### src/rtl/busTurnSeqPkg.sv
package busTurnSeqPkg;

  typedef enum logic [1:0] {
    OP_READ    = 2'b00,
    OP_WRITE   = 2'b01,
    OP_RMW     = 2'b10,
    OP_READ_ALT= 2'b11
  } seqOpE;

  typedef enum logic [2:0] {
    S_IDLE,
    S_TURN,
    S_ADDR,
    S_WDATA,
    S_RDATA,
    S_HOLD
  } seqStateE;

  typedef struct packed {
    logic load;     // take a new request
    logic capture;  // sample read lanes
    logic selAddr;  // drive address instead of data
    logic done;     // present result
  } seqStrobeT;

endpackage

### src/rtl/busTurnSeqCtrl.sv
module busTurnSeqCtrl
  import busTurnSeqPkg::*;
#(
  parameter int IDLE_W = 4
) (
  input  logic              clk,
  input  logic              rstN,
  input  logic              reqValid,
  input  logic [1:0]        reqOp,
  input  logic [IDLE_W-1:0] extraIdle,
  output logic              reqReady,
  output logic              busOe,
  output logic              addrLatch,
  output logic              xcvrDir,
  output logic              donePulse,
  output seqStrobeT         strobes
);

  seqStateE          state;
  seqStateE          stateNext;
  logic              floatQ;
  logic              writeLegQ;
  logic              rmwQ;
  logic              doneQ;
  logic [IDLE_W-1:0] idleQ;
  logic [IDLE_W-1:0] holdCnt;
  logic              accept;
  logic              readEnd;

  assign accept  = reqValid && (state == S_IDLE);
  assign readEnd = ((state == S_RDATA) && (idleQ == '0)) ||
                   ((state == S_HOLD)  && (holdCnt == '0));

  always_comb begin
    stateNext = state;
    unique case (state)
      S_IDLE:  if (accept) stateNext = floatQ ? S_TURN : S_ADDR;
      S_TURN:  stateNext = S_ADDR;
      S_ADDR:  stateNext = writeLegQ ? S_WDATA : S_RDATA;
      S_WDATA: stateNext = S_IDLE;
      S_RDATA: stateNext = readEnd ? (rmwQ ? S_TURN : S_IDLE) : S_HOLD;
      S_HOLD:  if (readEnd) stateNext = rmwQ ? S_TURN : S_IDLE;
      default: stateNext = S_IDLE;
    endcase
  end

  always_ff @(posedge clk) begin
    if (!rstN) begin
      state     <= S_IDLE;
      floatQ    <= 1'b1;
      writeLegQ <= 1'b0;
      rmwQ      <= 1'b0;
      doneQ     <= 1'b0;
      idleQ     <= '0;
      holdCnt   <= '0;
    end else begin
      state <= stateNext;
      doneQ <= 1'b0;
      if (accept) begin
        writeLegQ <= (seqOpE'(reqOp) == OP_WRITE);
        rmwQ      <= (seqOpE'(reqOp) == OP_RMW);
        idleQ     <= extraIdle;
      end
      if (state == S_RDATA && !readEnd) holdCnt <= idleQ - IDLE_W'(1);
      if (state == S_HOLD && !readEnd)  holdCnt <= holdCnt - IDLE_W'(1);
      if (readEnd) begin
        floatQ <= 1'b1;
        if (rmwQ) writeLegQ <= 1'b1;
        else      doneQ     <= 1'b1;
      end
      if (state == S_WDATA) begin
        floatQ <= 1'b0;
        doneQ  <= 1'b1;
      end
    end
  end

  assign reqReady  = (state == S_IDLE);
  assign addrLatch = (state == S_ADDR);
  assign xcvrDir   = !((state == S_RDATA) || (state == S_HOLD));
  assign busOe     = (state == S_ADDR) || (state == S_WDATA) ||
                     ((state == S_IDLE) && !floatQ);
  assign donePulse = doneQ;

  assign strobes.load    = accept;
  assign strobes.capture = (state == S_RDATA);
  assign strobes.selAddr = (state == S_ADDR);
  assign strobes.done    = doneQ;

  // the latch strobe lasts a single cycle
  p_ale_single_r1: assert property (@(posedge clk) disable iff (!rstN)
    addrLatch |=> !addrLatch);

  // the cycle after a read address phase releases the lanes, direction inbound
  p_read_release_r2: assert property (@(posedge clk) disable iff (!rstN)
    (addrLatch && !writeLegQ) |=> (!busOe && !xcvrDir));

  // direction returning outbound never coincides with driving the lanes
  p_dir_turn_r4: assert property (@(posedge clk) disable iff (!rstN)
    $rose(xcvrDir) |-> !busOe);

  // every address phase is preceded by driving lanes or a turnaround cycle
  p_turn_before_addr_r4: assert property (@(posedge clk) disable iff (!rstN)
    (state == S_ADDR) |-> ($past(busOe) || ($past(state) == S_TURN)));

  // a turnaround cycle only follows a released bus
  p_no_turn_after_drive_r5: assert property (@(posedge clk) disable iff (!rstN)
    (state == S_TURN) |-> $past(!busOe));

  // once a request is taken, the sequencer reports busy
  p_ready_busy_r9: assert property (@(posedge clk) disable iff (!rstN)
    (reqValid && reqReady) |=> !reqReady);

  // completion is a one-cycle pulse
  p_done_pulse_r10: assert property (@(posedge clk) disable iff (!rstN)
    donePulse |=> !donePulse);

endmodule

### src/rtl/busTurnSeqDatapath.sv
module busTurnSeqDatapath
  import busTurnSeqPkg::*;
#(
  parameter int BUS_W    = 16,
  parameter int NARROW_W = 8
) (
  input  logic             clk,
  input  logic             rstN,
  input  seqStrobeT        strobes,
  input  logic [BUS_W-1:0] reqAddr,
  input  logic [BUS_W-1:0] reqWdata,
  input  logic             reqWide,
  input  logic [BUS_W-1:0] busIn,
  output logic [BUS_W-1:0] busOut,
  output logic [BUS_W-1:0] doneData
);

  logic [BUS_W-1:0] addrQ;
  logic [BUS_W-1:0] wdataQ;
  logic [BUS_W-1:0] capQ;
  logic             wideQ;
  logic [BUS_W-1:0] reqMask;
  logic [BUS_W-1:0] laneMask;

  for (genvar lane = 0; lane < BUS_W; lane++) begin : g_lane
    if (lane < NARROW_W) begin : g_low
      assign reqMask[lane]  = 1'b1;
      assign laneMask[lane] = 1'b1;
    end else begin : g_high
      assign reqMask[lane]  = reqWide;
      assign laneMask[lane] = wideQ;
    end
  end

  always_ff @(posedge clk) begin
    if (!rstN) begin
      addrQ  <= '0;
      wdataQ <= '0;
      capQ   <= '0;
      wideQ  <= 1'b1;
    end else begin
      if (strobes.load) begin
        addrQ  <= reqAddr;
        wdataQ <= reqWdata & reqMask;
        wideQ  <= reqWide;
        capQ   <= '0;
      end
      if (strobes.capture) capQ <= busIn & laneMask;
    end
  end

  assign busOut   = strobes.selAddr ? addrQ : wdataQ;
  assign doneData = strobes.done ? capQ : '0;

endmodule

### src/rtl/busTurnSeq.sv
module busTurnSeq
  import busTurnSeqPkg::*;
#(
  parameter int BUS_W    = 16,
  parameter int NARROW_W = 8,
  parameter int IDLE_W   = 4
) (
  input  logic              clk,
  input  logic              rstN,
  input  logic              reqValid,
  output logic              reqReady,
  input  logic [1:0]        reqOp,
  input  logic [BUS_W-1:0]  reqAddr,
  input  logic [BUS_W-1:0]  reqWdata,
  input  logic              reqWide,
  input  logic [IDLE_W-1:0] extraIdle,
  output logic [BUS_W-1:0]  busOut,
  output logic              busOe,
  input  logic [BUS_W-1:0]  busIn,
  output logic              addrLatch,
  output logic              xcvrDir,
  output logic              donePulse,
  output logic [BUS_W-1:0]  doneData
);

  seqStrobeT strobes;

  busTurnSeqCtrl #(.IDLE_W(IDLE_W)) uCtrl (
    .clk       (clk),
    .rstN      (rstN),
    .reqValid  (reqValid),
    .reqOp     (reqOp),
    .extraIdle (extraIdle),
    .reqReady  (reqReady),
    .busOe     (busOe),
    .addrLatch (addrLatch),
    .xcvrDir   (xcvrDir),
    .donePulse (donePulse),
    .strobes   (strobes)
  );

  busTurnSeqDatapath #(.BUS_W(BUS_W), .NARROW_W(NARROW_W)) uData (
    .clk      (clk),
    .rstN     (rstN),
    .strobes  (strobes),
    .reqAddr  (reqAddr),
    .reqWdata (reqWdata),
    .reqWide  (reqWide),
    .busIn    (busIn),
    .busOut   (busOut),
    .doneData (doneData)
  );

endmodule

### config.mk
export PLATFORM = sky130hd
export DESIGN_NAME = busTurnSeq
export DESIGN_NICKNAME = d
export VERILOG_FILES = /design/src/rtl/busTurnSeqPkg.sv /design/src/rtl/busTurnSeqCtrl.sv /design/src/rtl/busTurnSeqDatapath.sv /design/src/rtl/busTurnSeq.sv
export SDC_FILE = /design/constraint.sdc
export NUM_CORES = 1
export LEC_CHECK = 0
export BUFFER_PORTS_ARGS = -buffer_cell sky130_fd_sc_hd__buf_2
export CORE_MARGIN = 3
export CORE_UTILIZATION = 50
export DETAILED_ROUTE_END_ITERATION = 8
export PLACE_DENSITY = 0.77
export SLEW_MARGIN = 20
export SYNTH_ARGS = -nofsm -noshare
export SYNTH_HDL_FRONTEND = slang
export SYNTH_HIERARCHICAL = 1
export SYNTH_SLANG_ARGS = --single-unit
### constraint.sdc
create_clock -name clk -period 2.33 [get_ports clk]
set_input_delay 0.233 -clock clk [delete_from_list [all_inputs] [get_ports clk]]
set_output_delay 0.233 -clock clk [all_outputs]
set_load 0.02 [all_outputs]
==> run metrics <==
status complete, no violations; final core occ 65.5%; final period utilization 92.1%; Synth Area in Compound Gates 10.6%; Post-DP HPWL 4.88 mm; ys flop type dfxtp_1; Final Cell Area 3740 µm²; Hold EP uData/capQ[4]$_SDFFE_PN0P_; post-synthesis adder-cell area fraction 0.408%; arrival time worst endpoint 2370 ps; critical path fanouts, max 7; Placed Cells 477; ys async rst share 0%; largest family of logic cells by synthesized area simple AND/OR/NAND/NOR gates; Simple-Gate Fraction of Synth Area 25.9%; Die Area 7110 µm²; Max clock buf depth 2; Antenna diodes 0; vias after detailed routing 2564; H-tree depth 3; Fin. Hold Viols 0; first-pass GRT wire length 11.2 mm; HP Start busIn[4]; P&R area growth vs syn 22.1%; register area 1280 µm²; PD cells 713 nW/µm²; HP Class input port to flip-flop; Worst VDD drop 0.492 mV; type of origin of the critical path flip-flop; Clock Latency Late Sink 330 ps; PortBufs 94; sequential share of the synthesized area 41.8%; commonest non-fill, non-tap cell in the layout buf_2; crit end category flip-flop; CORE AREA 5710 µm²; cell count after synthesis 327; Setup violations, final 0; Leak 1.70 nW; TNS Setup 0 ps; grt ovf 0; Die Ht 84.3 µm; drc violations 0; initial antenna violation count 0; max cap viols 0; final worst setup slack 184 ps; Final min period 2150 ps; Final GP Congestion 0.855; Num Clock Sinks 64; Rel. slew slack 59.3%; vias in the first global route 2488; Ports 95; Synth Area in XOR/XNOR 0%; CTS tree done; FF-to-FF path depth 8; clk slew on worst S/H paths 60 ps; filler-free cell count of the finished design 492; placed inst area 3570 µm²; total wire length 6.82 mm; library cells used by synthesis 46; post-cts hold buffer count 0; TritonCTS buffer count 9; clock skew 7.03 ps; post-synthesis mux area share 15.0%; Worst Setup Path Type flip-flop to flip-flop; Post-synth EDFFs 0; drt pass-1 iters 4; Mean Syn Cell Area 9.37 µm²; Slew Limit Fails 0; pre-CTS setup slack 202 ps; hold path cells 3; Initial Utilization 53.7%; #FFs+latches synth 64; f_max 466 MHz; Worst Hold Margin 132 ps; WL/cell 13.9 µm; largest net degree at the start of global routing 41; Netlist Area Pre-Place 3070 µm²; most frequent cells in the layout buf_2, dfxtp_1, nand2_1; post-CTS resize count 0; Worst EP required 2550 ps; Root Driver clkbuf_8; ANT nets after route 0; initial DRC count 103; via density per instance 5.21; Die Width 84.3 µm; FF-to-FF End uCtrl/holdCnt[2]$_SDFFE_PN0P_; multi-input gate area in the final layout 1600 µm²; layout cell share with drive strength beyond 1 30.0%; Slew @ Worst Pin 610 ps; RSZ-0062 raised after global routing false; R2R Setup Slk 180 ps; row count 27; Post-Synthesis Net Count 386; Tot Pwr 2.67 mW; fin nets 475; reg2reg start uCtrl/holdCnt[0]$_SDFFE_PN0P_; filler cell count 486; Tot GR Track Use 19.4%; synth warn 6; Post-CTS Setup Bufs 0
-- cells by family after synthesis --
logic type,count (synthesis)
AND/OR/NAND/NOR,139
flip-flops,64
multiplexers,44
AO/OA/AOI/OAI,43
adder cells (fa/ha/maj),1
buffers and inverters,36
-- layout make-up --
| cell class | count | area share (%) |
|---|---|---|
| Timing Repair Buffer | 104 | 14.9 |
| Clock buffer | 12 | 4.15 |
| Inverter | 10 | 1.00 |
| Clock inverter | 3 | 0.468 |
| Sequential cell | 64 | 34.2 |
| Multi-Input combinational cell | 227 | 42.8 |
| Tap cell | 72 | 2.41 |
-- layer usage --
metal,global-route usage [%],routed length (µm),vias to the layer above
met5,0,0,-
met2,33.1,3320,72
met1,23.0,3030,1169
met3,6.48,412,6
met4,6.14,61,0
li1,-,-,1317
-- synthesized netlist by cell type (3+ instances only) --
library cell | n | area share, %
nor3_1 | 3 | 0.49
buf_4 | 5 | 1.2
and2_1 | 18 | 3.7
buf_2 | 10 | 1.6
o32ai_1 | 6 | 1.7
nor2b_1 | 26 | 5.3
nor3b_1 | 3 | 0.73
inv_1 | 10 | 1.2
nor2_1 | 6 | 0.73
nand4_1 | 10 | 2.0
mux2_1 | 16 | 5.9
nand2b_1 | 12 | 2.4
o21ai_1 | 12 | 2.0
nand3_1 | 10 | 1.6
nand2_1 | 33 | 4.0
nand3b_1 | 10 | 2.4
a21boi_0 | 5 | 1.2
dfxtp_1 | 64 | 42
mux2i_1 | 28 | 9.1
clkbuf_1 | 8 | 0.98
-- worst max-delay path, cell delays in order (launching register included) --
cell       delay [ps]
dfxtp_1           370
o41ai_2           480
nor2_1            130
mux2i_1           150
ha_1              250
and3b_1           190
a31oi_1           140
o2bb2ai_1          90
o31a_1            230
-- flip-flops by register name, indices dropped and copies added (netlist names) --
name,cells
uCtrl/state,3
uCtrl/floatQ,1
uData/wdataQ,16
uCtrl/writeLegQ,1
uCtrl/idleQ,4
uData/wideQ,1
uCtrl/donePulse,1
uCtrl/holdCnt,4
uData/addrQ,16
uData/capQ,16
uCtrl/rmwQ,1
-- worst max-delay path by stage --
stage | start | to | slack, ps
after CTS | uCtrl/state[1]$_SDFFE_PN0P_ | busOut[15] | 130
final | uCtrl/holdCnt[0]$_SDFFE_PN0P_ | uCtrl/holdCnt[2]$_SDFFE_PN0P_ | 180
after detailed placement | uCtrl/holdCnt[0]$_SDFFE_PN0P_ | uCtrl/holdCnt[2]$_SDFFE_PN0P_ | 200
after floorplan | uCtrl/state[2]$_SDFFE_PN0P_ | uCtrl/holdCnt[2]$_SDFFE_PN0P_ | 160
after global placement | uCtrl/holdCnt[0]$_SDFFE_PN0P_ | uCtrl/holdCnt[2]$_SDFFE_PN0P_ | 300
after global routing | uCtrl/holdCnt[0]$_SDFFE_PN0P_ | uCtrl/holdCnt[2]$_SDFFE_PN0P_ | 40
-- report_power, final --
part / internal (mW) / switching, mW
logic: 0.274 / 0.336
registers: 1.18 / 0.0590
clock network: 0.434 / 0.387
Note: power is estimated with default switching activity, not from simulation.
